**config.mk**
```make
export PLATFORM = sky130hd
export DESIGN_NAME = pcm_subcarrier_mod
export DESIGN_NICKNAME = d
export VERILOG_FILES = /design/src/rtl/pcm_pkg.sv /design/src/rtl/pcm_timebase.sv /design/src/rtl/pcm_source.sv /design/src/rtl/pcm_modulator.sv /design/src/rtl/pcm_subcarrier_mod.sv
export SDC_FILE = /design/constraint.sdc
export NUM_CORES = 1
export LEC_CHECK = 0
export ABC_CLOCK_PERIOD_IN_PS = 1300
export BUFFER_PORTS_ARGS = -buffer_cell sky130_fd_sc_hd__buf_2
export CORE_ASPECT_RATIO = 1.1
export CORE_MARGIN = 8
export CORE_UTILIZATION = 30
export DETAILED_ROUTE_END_ITERATION = 12
export PLACE_DENSITY = 0.61
export SETUP_SLACK_MARGIN = 0.05
export SYNTH_ARGS = -nofsm -noshare
export SYNTH_HDL_FRONTEND = slang
export SYNTH_SLANG_ARGS = --single-unit
```
**constraint.sdc**
```tcl
create_clock -name clk -period 1.3 [get_ports clk]
set_clock_uncertainty 0.1 [all_clocks]
set_input_delay 0.26 -clock clk [delete_from_list [all_inputs] [get_ports clk]]
set_output_delay 0.26 -clock clk [all_outputs]
set_load 0.005 [all_outputs]
```
**src/rtl/pcm_pkg.sv**
```systemverilog
package pcm_pkg;
  typedef enum logic [1:0] {
    SRC_ONES = 2'b00,
    SRC_ALT  = 2'b01,
    SRC_EXT  = 2'b10,
    SRC_EXT2 = 2'b11
  } src_e;

  typedef struct packed {
    logic manch;
    logic bpsk;
  } line_cfg_t;

  localparam int SYNC_N = 2;
endpackage

```
**src/rtl/pcm_timebase.sv**
```systemverilog
module pcm_timebase #(
  parameter int SUB_DIV      = 16,
  parameter int SUBS_PER_BIT = 8
) (
  input  logic clk,
  input  logic rst_n,
  output logic sub_hi,
  output logic first_half,
  output logic bit_end
);
  localparam int SW = (SUB_DIV > 1) ? $clog2(SUB_DIV) : 1;
  localparam int IW = (SUBS_PER_BIT > 1) ? $clog2(SUBS_PER_BIT) : 1;

  logic [SW-1:0] sub_cnt;
  logic [IW-1:0] idx_cnt;
  logic sub_wrap, last_sub;

  assign sub_wrap = (sub_cnt == SW'(SUB_DIV - 1));
  assign last_sub = (idx_cnt == IW'(SUBS_PER_BIT - 1));

  always_ff @(posedge clk) begin
    if (!rst_n) begin
      sub_cnt <= '0;
      idx_cnt <= '0;
    end else begin
      sub_cnt <= sub_wrap ? '0 : sub_cnt + 1'b1;
      if (sub_wrap) idx_cnt <= last_sub ? '0 : idx_cnt + 1'b1;
    end
  end

  // high half of the subcarrier period, first half of the bit
  assign sub_hi     = (sub_cnt < SW'(SUB_DIV / 2));
  assign first_half = (idx_cnt < IW'(SUBS_PER_BIT / 2));
  assign bit_end    = sub_wrap & last_sub;
endmodule

```
**src/rtl/pcm_source.sv**
```systemverilog
module pcm_source
  import pcm_pkg::*;
(
  input  logic clk,
  input  logic rst_n,
  input  logic bit_end,
  input  logic ext_data,
  output logic ext_sync,
  output logic alt_phase
);
  logic [SYNC_N-1:0] sync_q;

  // synchroniser chain, one stage per loop step
  for (genvar i = 0; i < SYNC_N; i++) begin : g_sync
    always_ff @(posedge clk) begin
      if (!rst_n) sync_q[i] <= 1'b0;
      else if (i == 0) sync_q[i] <= ext_data;
      else sync_q[i] <= sync_q[(i == 0) ? 0 : i - 1];
    end
  end

  assign ext_sync = sync_q[SYNC_N-1];

  // pattern phase advances once per bit
  always_ff @(posedge clk) begin
    if (!rst_n) alt_phase <= 1'b0;
    else if (bit_end) alt_phase <= ~alt_phase;
  end
endmodule

```
**src/rtl/pcm_modulator.sv**
```systemverilog
module pcm_modulator
  import pcm_pkg::*;
(
  input  logic      clk,
  input  logic      rst_n,
  input  logic      bit_end,
  input  logic      sub_hi,
  input  logic      first_half,
  input  src_e      src,
  input  line_cfg_t cfg,
  input  logic      ext_sync,
  input  logic      alt_phase,
  output logic      mod_out
);
  logic      next_bit, data_q, level, out_d;
  line_cfg_t cfg_q;

  always_comb begin
    unique case (src)
      SRC_ONES: next_bit = 1'b1;
      SRC_ALT:  next_bit = ~alt_phase;
      default:  next_bit = ext_sync;
    endcase
  end

  // data and line settings are taken only at the bit boundary
  always_ff @(posedge clk) begin
    if (!rst_n) begin
      data_q <= 1'b0;
      cfg_q  <= '0;
    end else if (bit_end) begin
      data_q <= next_bit;
      cfg_q  <= cfg;
    end
  end

  always_comb begin
    if (cfg_q.manch) level = data_q ? first_half : ~first_half;
    else             level = data_q;
    if (cfg_q.bpsk)  out_d = ~(sub_hi ^ level);
    else             out_d = sub_hi & level;
  end

  always_ff @(posedge clk) begin
    if (!rst_n) mod_out <= 1'b0;
    else        mod_out <= out_d;
  end
endmodule

```
**src/rtl/pcm_subcarrier_mod.sv**
```systemverilog
module pcm_subcarrier_mod
  import pcm_pkg::*;
#(
  parameter int SUB_DIV      = 16,
  parameter int SUBS_PER_BIT = 8
) (
  input  logic       clk,
  input  logic       rst_n,
  input  logic [1:0] src_sel,
  input  logic       code_manch,
  input  logic       mod_bpsk,
  input  logic       ext_data,
  output logic       mod_out
);
  logic      sub_hi, first_half, bit_end, ext_sync, alt_phase;
  line_cfg_t cfg;

  assign cfg = '{manch: code_manch, bpsk: mod_bpsk};

  pcm_timebase #(.SUB_DIV(SUB_DIV), .SUBS_PER_BIT(SUBS_PER_BIT)) u_tb (
    .clk(clk), .rst_n(rst_n), .sub_hi(sub_hi),
    .first_half(first_half), .bit_end(bit_end)
  );

  pcm_source u_src (
    .clk(clk), .rst_n(rst_n), .bit_end(bit_end), .ext_data(ext_data),
    .ext_sync(ext_sync), .alt_phase(alt_phase)
  );

  pcm_modulator u_mod (
    .clk(clk), .rst_n(rst_n), .bit_end(bit_end), .sub_hi(sub_hi),
    .first_half(first_half), .src(src_e'(src_sel)), .cfg(cfg),
    .ext_sync(ext_sync), .alt_phase(alt_phase), .mod_out(mod_out)
  );
endmodule

```
==> results.cfg, run 1 <==
[synthesis]
synthesis.instances = 55
ys_warn_count = 0
synth_seq_cells = 14
synth.distinct_cells = 23
synth_most_common_cell = dfxtp_1
avgSynthCellArea_um2 = 10.42
synth_ff_type = dfxtp_1
synth_area_leaders = dfxtp_1 49%, ha_1 8.7%, mux2i_1 7.0%, and2_1 4.4%, nor2b_1 4.4%
yosysTopAreaCell = dfxtp_1
synth-edff-count = 0
synth_nets = 66
yosys-top-cells-count = 14 x dfxtp_1, 6 x nand2_1
async_flop_share_pct = 0
ys_seq_area_share_pct = 48.91
synth_top_area_share_pct = 48.91
syn_area_um2 = 573.1

[drt]
post_drt_wl_per_cell_um = 11.89
vias = 434
drt-total-wl_um = 1070
drcViolationCount = 0
drt_iter0_drc = 5
viasPerCell = 4.822
detail-route-antenna-nets = 0
firstDrtPassIters = 4

[floorplan]
core_um2 = 1782
die_x_um = 57.67
die_area_um2 = 3566
row_count = 16
die_h_um = 61.84
initial_core_util_pct = 32.16
io_pins = 8

[sta]
setup_violations = 5
finalHoldViolCount = 0
max_freq_ghz = 0.7155
worstMarginPinSlew_ns = 0.2461
fin_crit_sh_pct = 107.5
rsz0062_at_grt = true
slew_headroom_pct = 83.54
fin_ws_ns = -0.09770
period_needed_ns = 1.398
slew_violations = 0
setup-tns-final_ns = -0.2680

[setup_path]
crit_path_max_incr_delay_ns = 0.36
crit_start = u_tb.idx_cnt[1]$_SDFFE_PN0N_
slowest_stage = dfxtp_2
worst-path-buf-inv = 0
cp_data_required_time_ns = 1.38
crit_path_frequent_cell = ha_4
cp_data_arrival_time_ns = 1.48
endpoint_kind = flop
reg2reg_slack_ns = -0.1
r2r_end = u_src.alt_phase$_SDFFE_PN0P_
worst_setup_path_start_kind = flop
path_class = reg2reg
rr_startpoint = u_tb.idx_cnt[1]$_SDFFE_PN0N_
cp_top_family = simple AND/OR/NAND/NOR gates
r2r.worst_path.cells = 5
crit_chain = ha_4 > ha_4 > nand4_1 > xnor2_1 > and2_1
cp_max_fo = 4

[clock_network]
clkTransAtPathRegs_ns = 0.08
cts_tree = yes
clk_latency_ns = 0.28
numCtsBuffers = 3
clock_sinks = 14
cts_buffer_depth = 2
ctsHtreeMaxLevel = 1
cts_root_buf = clkbuf_4

[layout]
regArea_um2 = 286.5
area_growth_pct = 32.97
finalNetCount = 85
drive_gt1_share_pct = 40.28
fillCellCount = 177
final_util_pct = 42.77
finish.instance_area_um2 = 762.0
multi_input_area_um2 = 327.8
diodes = 0

[placed_design]
placed_area_um2 = 686.9
gp_congestion = 0.6421
hpwl_um = 726.1
port_buffers = 7

[power_and_ir_drop]
p_int_uw = 581.5
p_clk_share_pct = 32.6
finalPower_uw = 749.2
p_switching_uw = 167.8
p_leak_nw = 0.3487
peakVddDrop_mv = 0.5325
power_density_nw_per_um2 = 983.3
pwr-share-seq_pct = 60.0
pwr-share-comb_pct = 7.4
p_sw_share_pct = 22.39

[global_route]
grt_overflow = 0
grt_pass1_wl_um = 1642
antenna_found_initial = 0
grt_pass1_vias = 402
grt_util_all_layers_pct = 6.421
grt_max_degree = 16

[job]
drv_cap = 0

[run_status]
status = finished, violations left
violations = setup timing

[worst_hold_path]
worstHoldStart = ext_data
whs_path_depth = 2
hold_end = u_src.sync_q[0]$_SDFF_PN0_
hold_class = in2reg
[layer usage]
layer  GRT usage (%)  vias to the layer above  wire length (um)
met5               0                        -                 0
met4           7.343                        0                45
met3           2.263                        5                40
met2           10.61                        7               519
met1           5.903                      200               464
li1                -                      222                 -
[worst max-delay path by stage]
stage	end	cells after the start
floorplan	u_src.alt_phase$_SDFFE_PN0P_	5
global placement	u_src.alt_phase$_SDFFE_PN0P_	5
detailed placement	u_src.alt_phase$_SDFFE_PN0P_	5
CTS	u_src.alt_phase$_SDFFE_PN0P_	5
global route	u_src.alt_phase$_SDFFE_PN0P_	5
finish	u_src.alt_phase$_SDFFE_PN0P_	5
[registers in the layout, summed over array words and instances (netlist names)]
signal           flops
u_tb.sub_cnt         4
u_tb.idx_cnt         3
u_mod.cfg_q          2
u_mod.data_q         1
u_mod.mod_out        1
u_src.alt_phase      1
u_src.ext_sync       1
u_src.sync_q         1
[metrics by stage]
step / hold WS [ns] / instances / worst slack, ns
after floorplan: 0.2873 / 55 / -0.02564
after global placement: 0.3184 / 83 / -0.07336
after detailed placement: 0.3278 / 83 / -0.1095
after CTS: 0.07720 / 88 / -0.09363
after global routing: 0.08880 / 90 / -0.1762
final: 0.08351 / 90 / -0.09770
[power by group through the flow]
| stage | clock [mW] | sequential [mW] | combinational [mW] |
|---|---|---|---|
| 2_1_floorplan | 0 | 0.456 | 0.0221 |
| 3_3_place_gp | 0 | 0.456 | 0.0469 |
| 4_1_cts | 0.255 | 0.446 | 0.0473 |
| 3_5_place_dp | 0 | 0.457 | 0.0466 |
| 5_1_grt | 0.265 | 0.451 | 0.0615 |
| 6_report | 0.244 | 0.450 | 0.0553 |
[cell type report]
class | count | share of cell area, %
clock buffers | 3 | 2.956
well taps | 18 | 2.956
inverters | 1 | 0.4926
multi-input cells | 39 | 43.02
flip-flops and latches | 14 | 37.60
repair buffers | 15 | 12.97
[worst reg2reg max path: stages, from the launching register on]
cell,delay [ns]
dfxtp_2,0.36
ha_4,0.14
ha_4,0.12
nand4_1,0.22
xnor2_1,0.20
and2_1,0.15
[cell usage in the layout, fill, tap and decap left out, types with 3 or more instances in the layout]
cell	netlist	layout
dfxtp_2	0	5
mux2i_1	4	4
nor2b_1	4	4
buf_4	0	7
and2_1	4	4
ha_4	0	3
dfxtp_1	14	9
nand2_1	6	6
clkbuf_4	0	3
buf_2	0	7
[kinds of logic (layout without fill, tap and decap cells)]
family          count (synthesis)  after routing  synth area share (%)
compound gates                  6              6                 8.078
xor+xnor                        3              3                 4.586
fa+ha+maj                       4              4                 8.734
buf+inv                         2             19                 1.309
flops                          14             14                 48.91
mux                             4              4                 6.987
simple gates                   22             22                 21.40
[what timing repair did]
action / 4_1_cts / 5_1_grt
endpoints found under the setup margin: 6 / 8
setup buffers: 2 / 2
hold buffers: 0 / 0
pin swaps: 5 / 4
resized for setup: 3 / 4
gates cloned: 0 / 0
No activity file was read; power rests on OpenSTA's default activity.
==> run 2: changes to the inputs <==
- ABC_CLOCK_PERIOD_IN_PS: 1300 -> default
- SYNTH_HIERARCHICAL: default -> 1
==> run 2 against run 1 <==
Effect of this change:
- the run still ends with setup timing left
- wire length increased by 2.2%
- via count increased by 3.2%
- sequential share of layout area decreased by 5.4 points
- die area increased by 3.7%
- cell count increased by 21%
- core utilization increased by 2.8 points
- non-clock buffer count increased by 4
- critical endpoint is now u_mod/data_q$_SDFFE_PN0P_
==> results.cfg, run 2 <==
[layout]
final_common_cell = dfxtp_1
finalNetCount = 93
area_growth_pct = 48.02
reg_top3 = u_tb/sub_cnt: 4 flops, u_tb/idx_cnt: 3 flops, u_mod/cfg_q: 2 flops
regMostFlops = u_tb/sub_cnt
finish.instance_area_um2 = 890.9
fillCellCount = 190
drive_gt1_share_pct = 48.15
final_util_pct = 45.52
diodes = 0
stdcell_count = 109
final_cell_mix = 9 x dfxtp_1, 7 x buf_2, 7 x buf_4
largest_register_ffs = 4

[setup_path]
crit_path_max_incr_delay_ns = 0.36
cp_top_family = simple AND/OR/NAND/NOR gates
endpoint_kind = flop
slowest_stage = dfxtp_2
reg2reg_slack_ns = -0.06
worst-path-buf-inv = 0
worst_setup_path_start_kind = flop
path_class = reg2reg
cp_max_fo = 5
cp_data_required_time_ns = 1.37
cp_data_arrival_time_ns = 1.43
crit_chain = ha_4 > nand3_4 > nor2_4 > and3b_1 > a41o_1

[synthesis]
avgSynthCellArea_um2 = 10.38
ys_seq_area_share_pct = 46.57
synth.distinct_cells = 23
synthesis.instances = 58
yosys-top-cells-count = 14 x dfxtp_1, 4 x and2_1, 4 x ha_1, 4 x inv_1, 4 x nand2b_1
async_flop_share_pct = 0
synth_top_area_share_pct = 46.57
synth_nets = 69
synth_area_leaders = dfxtp_1 47%, ha_1 8.3%, mux2i_1 5.0%, and2_1 4.2%, nand2b_1 4.2%
synth_seq_cells = 14
synth-edff-count = 0
synth_most_common_cell = dfxtp_1
ys_warn_count = 6
yosysTopAreaCell = dfxtp_1
syn_area_um2 = 601.8
synth_ff_type = dfxtp_1

[floorplan]
initial_core_util_pct = 30.75
die_area_um2 = 3697
io_pins = 8
core_um2 = 1957
die_h_um = 62.98
die_x_um = 58.71
row_count = 17

[global_route]
grt_max_degree = 16
grt_util_all_layers_pct = 6.369
grt_overflow = 0
antenna_found_initial = 0
grt_pass1_wl_um = 1835
grt_pass1_vias = 446

[placed_design]
hpwl_um = 782.5
gp_congestion = 0.6480
placed_cells = 101
port_buffers = 7
placed_area_um2 = 789.5
post-place-ws_ns = -0.07573

[sta]
max_freq_ghz = 0.7345
period_needed_ns = 1.361
setup-tns-final_ns = -0.2348
slew_headroom_pct = 85.65
worstMarginPinSlew_ns = 0.2152
hold_slack_ns = 0.09154
setup_violations = 7
finalHoldViolCount = 0
rsz0062_at_grt = true
fin_crit_sh_pct = 104.7
fin_ws_ns = -0.06140
slew_violations = 0

[power_and_ir_drop]
p_clk_share_pct = 37.8
p_leak_nw = 0.3913
peakVddDrop_mv = 0.5053
p_sw_share_pct = 20.71
pwr-share-comb_pct = 7.2
power_density_nw_per_um2 = 916.5
pwr-share-seq_pct = 55.0
finalPower_uw = 816.4
p_switching_uw = 169.1
p_int_uw = 647.3

[clock_network]
cts_tree = yes
cts_root_buf = clkbuf_4
cts_buffer_depth = 2
clk_latency_ns = 0.27
postCtsHoldBufs = 0
ctsHtreeMaxLevel = 1
numCtsBuffers = 3
clkTransAtPathRegs_ns = 0.09
clock_sinks = 14

[drt]
firstDrtPassIters = 3
drt_iter0_drc = 6
detail-route-antenna-nets = 0
viasPerCell = 4.110
vias = 448
drcViolationCount = 0
drt-total-wl_um = 1094
post_drt_wl_per_cell_um = 10.04

[job]
drv_cap = 0

[run_status]
status = finished, violations left
violations = setup timing

[worst_hold_path]
hold_class = in2reg
## run 2: changes by cell type after synthesis, sizes merged, moves of 3 or more
cell    delta
a21boi     +3
inv        +3
nand2      -3
nand2b     +3
## run 2: worst reg2reg max path: cells and delay by family (launching register included)
| family | cells | cell delay, ns |
|---|---|---|
| simple gates | 3 | 0.45 |
| flops | 1 | 0.36 |
| compound gates | 1 | 0.19 |
| fa+ha+maj | 1 | 0.16 |
## run 2: cell type report
| cell class | instances | area, um^2 | share of cell area (%) |
|---|---|---|---|
| Clock buffer | 4 | 36.28 | 4.073 |
| Multi-Input combinational cell | 40 | 374.1 | 41.99 |
| Tap cell | 28 | 35.03 | 3.933 |
| Inverter | 4 | 15.01 | 1.685 |
| Sequential cell | 14 | 286.5 | 32.16 |
| Timing Repair Buffer | 19 | 143.9 | 16.15 |
## run 2: kinds of logic after synthesis
family	after synthesis	share of synthesized area [%]
XOR/XNOR	3	4.367
buffers and inverters	4	2.494
flip-flops	14	46.57
adder cells (fa/ha/maj)	4	8.316
AND/OR/NAND/NOR	23	24.95
multiplexers	3	4.990
AO/OA/AOI/OAI	7	8.313
## run 2: layer usage
metal  vias up  GRT usage (%)  routed length [um]
met2         4          10.36                 503
met1       201          6.643                 533
met4         0          3.593                  14
met5         -              0                   0
li1        241              -                   -
met3         2          2.675                  41
## run 2: power groups by stage
| stage | registers [mW] | clock network, mW | logic [mW] |
|---|---|---|---|
| 2_1_floorplan | 0.460 | 0 | 0.0224 |
| 3_3_place_gp | 0.459 | 0 | 0.0532 |
| 3_5_place_dp | 0.459 | 0 | 0.0542 |
| 4_1_cts | 0.449 | 0.321 | 0.0547 |
| 5_1_grt | 0.450 | 0.342 | 0.0655 |
| 6_report | 0.449 | 0.309 | 0.0588 |
## run 2: worst paths after layout
| kind | start | to | depth (start not counted) |
|---|---|---|---|
| max | u_tb/sub_cnt[1]$_SDFF_PP0_ | u_mod/data_q$_SDFFE_PN0P_ | 5 |
| min | ext_data | u_src/sync_q[0]$_SDFF_PN0_ | 2 |
| max reg2reg | u_tb/sub_cnt[1]$_SDFF_PP0_ | u_mod/data_q$_SDFFE_PN0P_ | 5 |
| min reg2reg | u_src/sync_q[0]$_SDFF_PN0_ | u_src/ext_sync$_SDFF_PN0_ | 1 |
## run 2: what timing repair did
action | 4_1_cts | 5_1_grt
buffers inserted | 4 | 1
pin swaps | 2 | 5
setup endpoints to repair | 7 | 8
gates resized for setup | 6 | 5
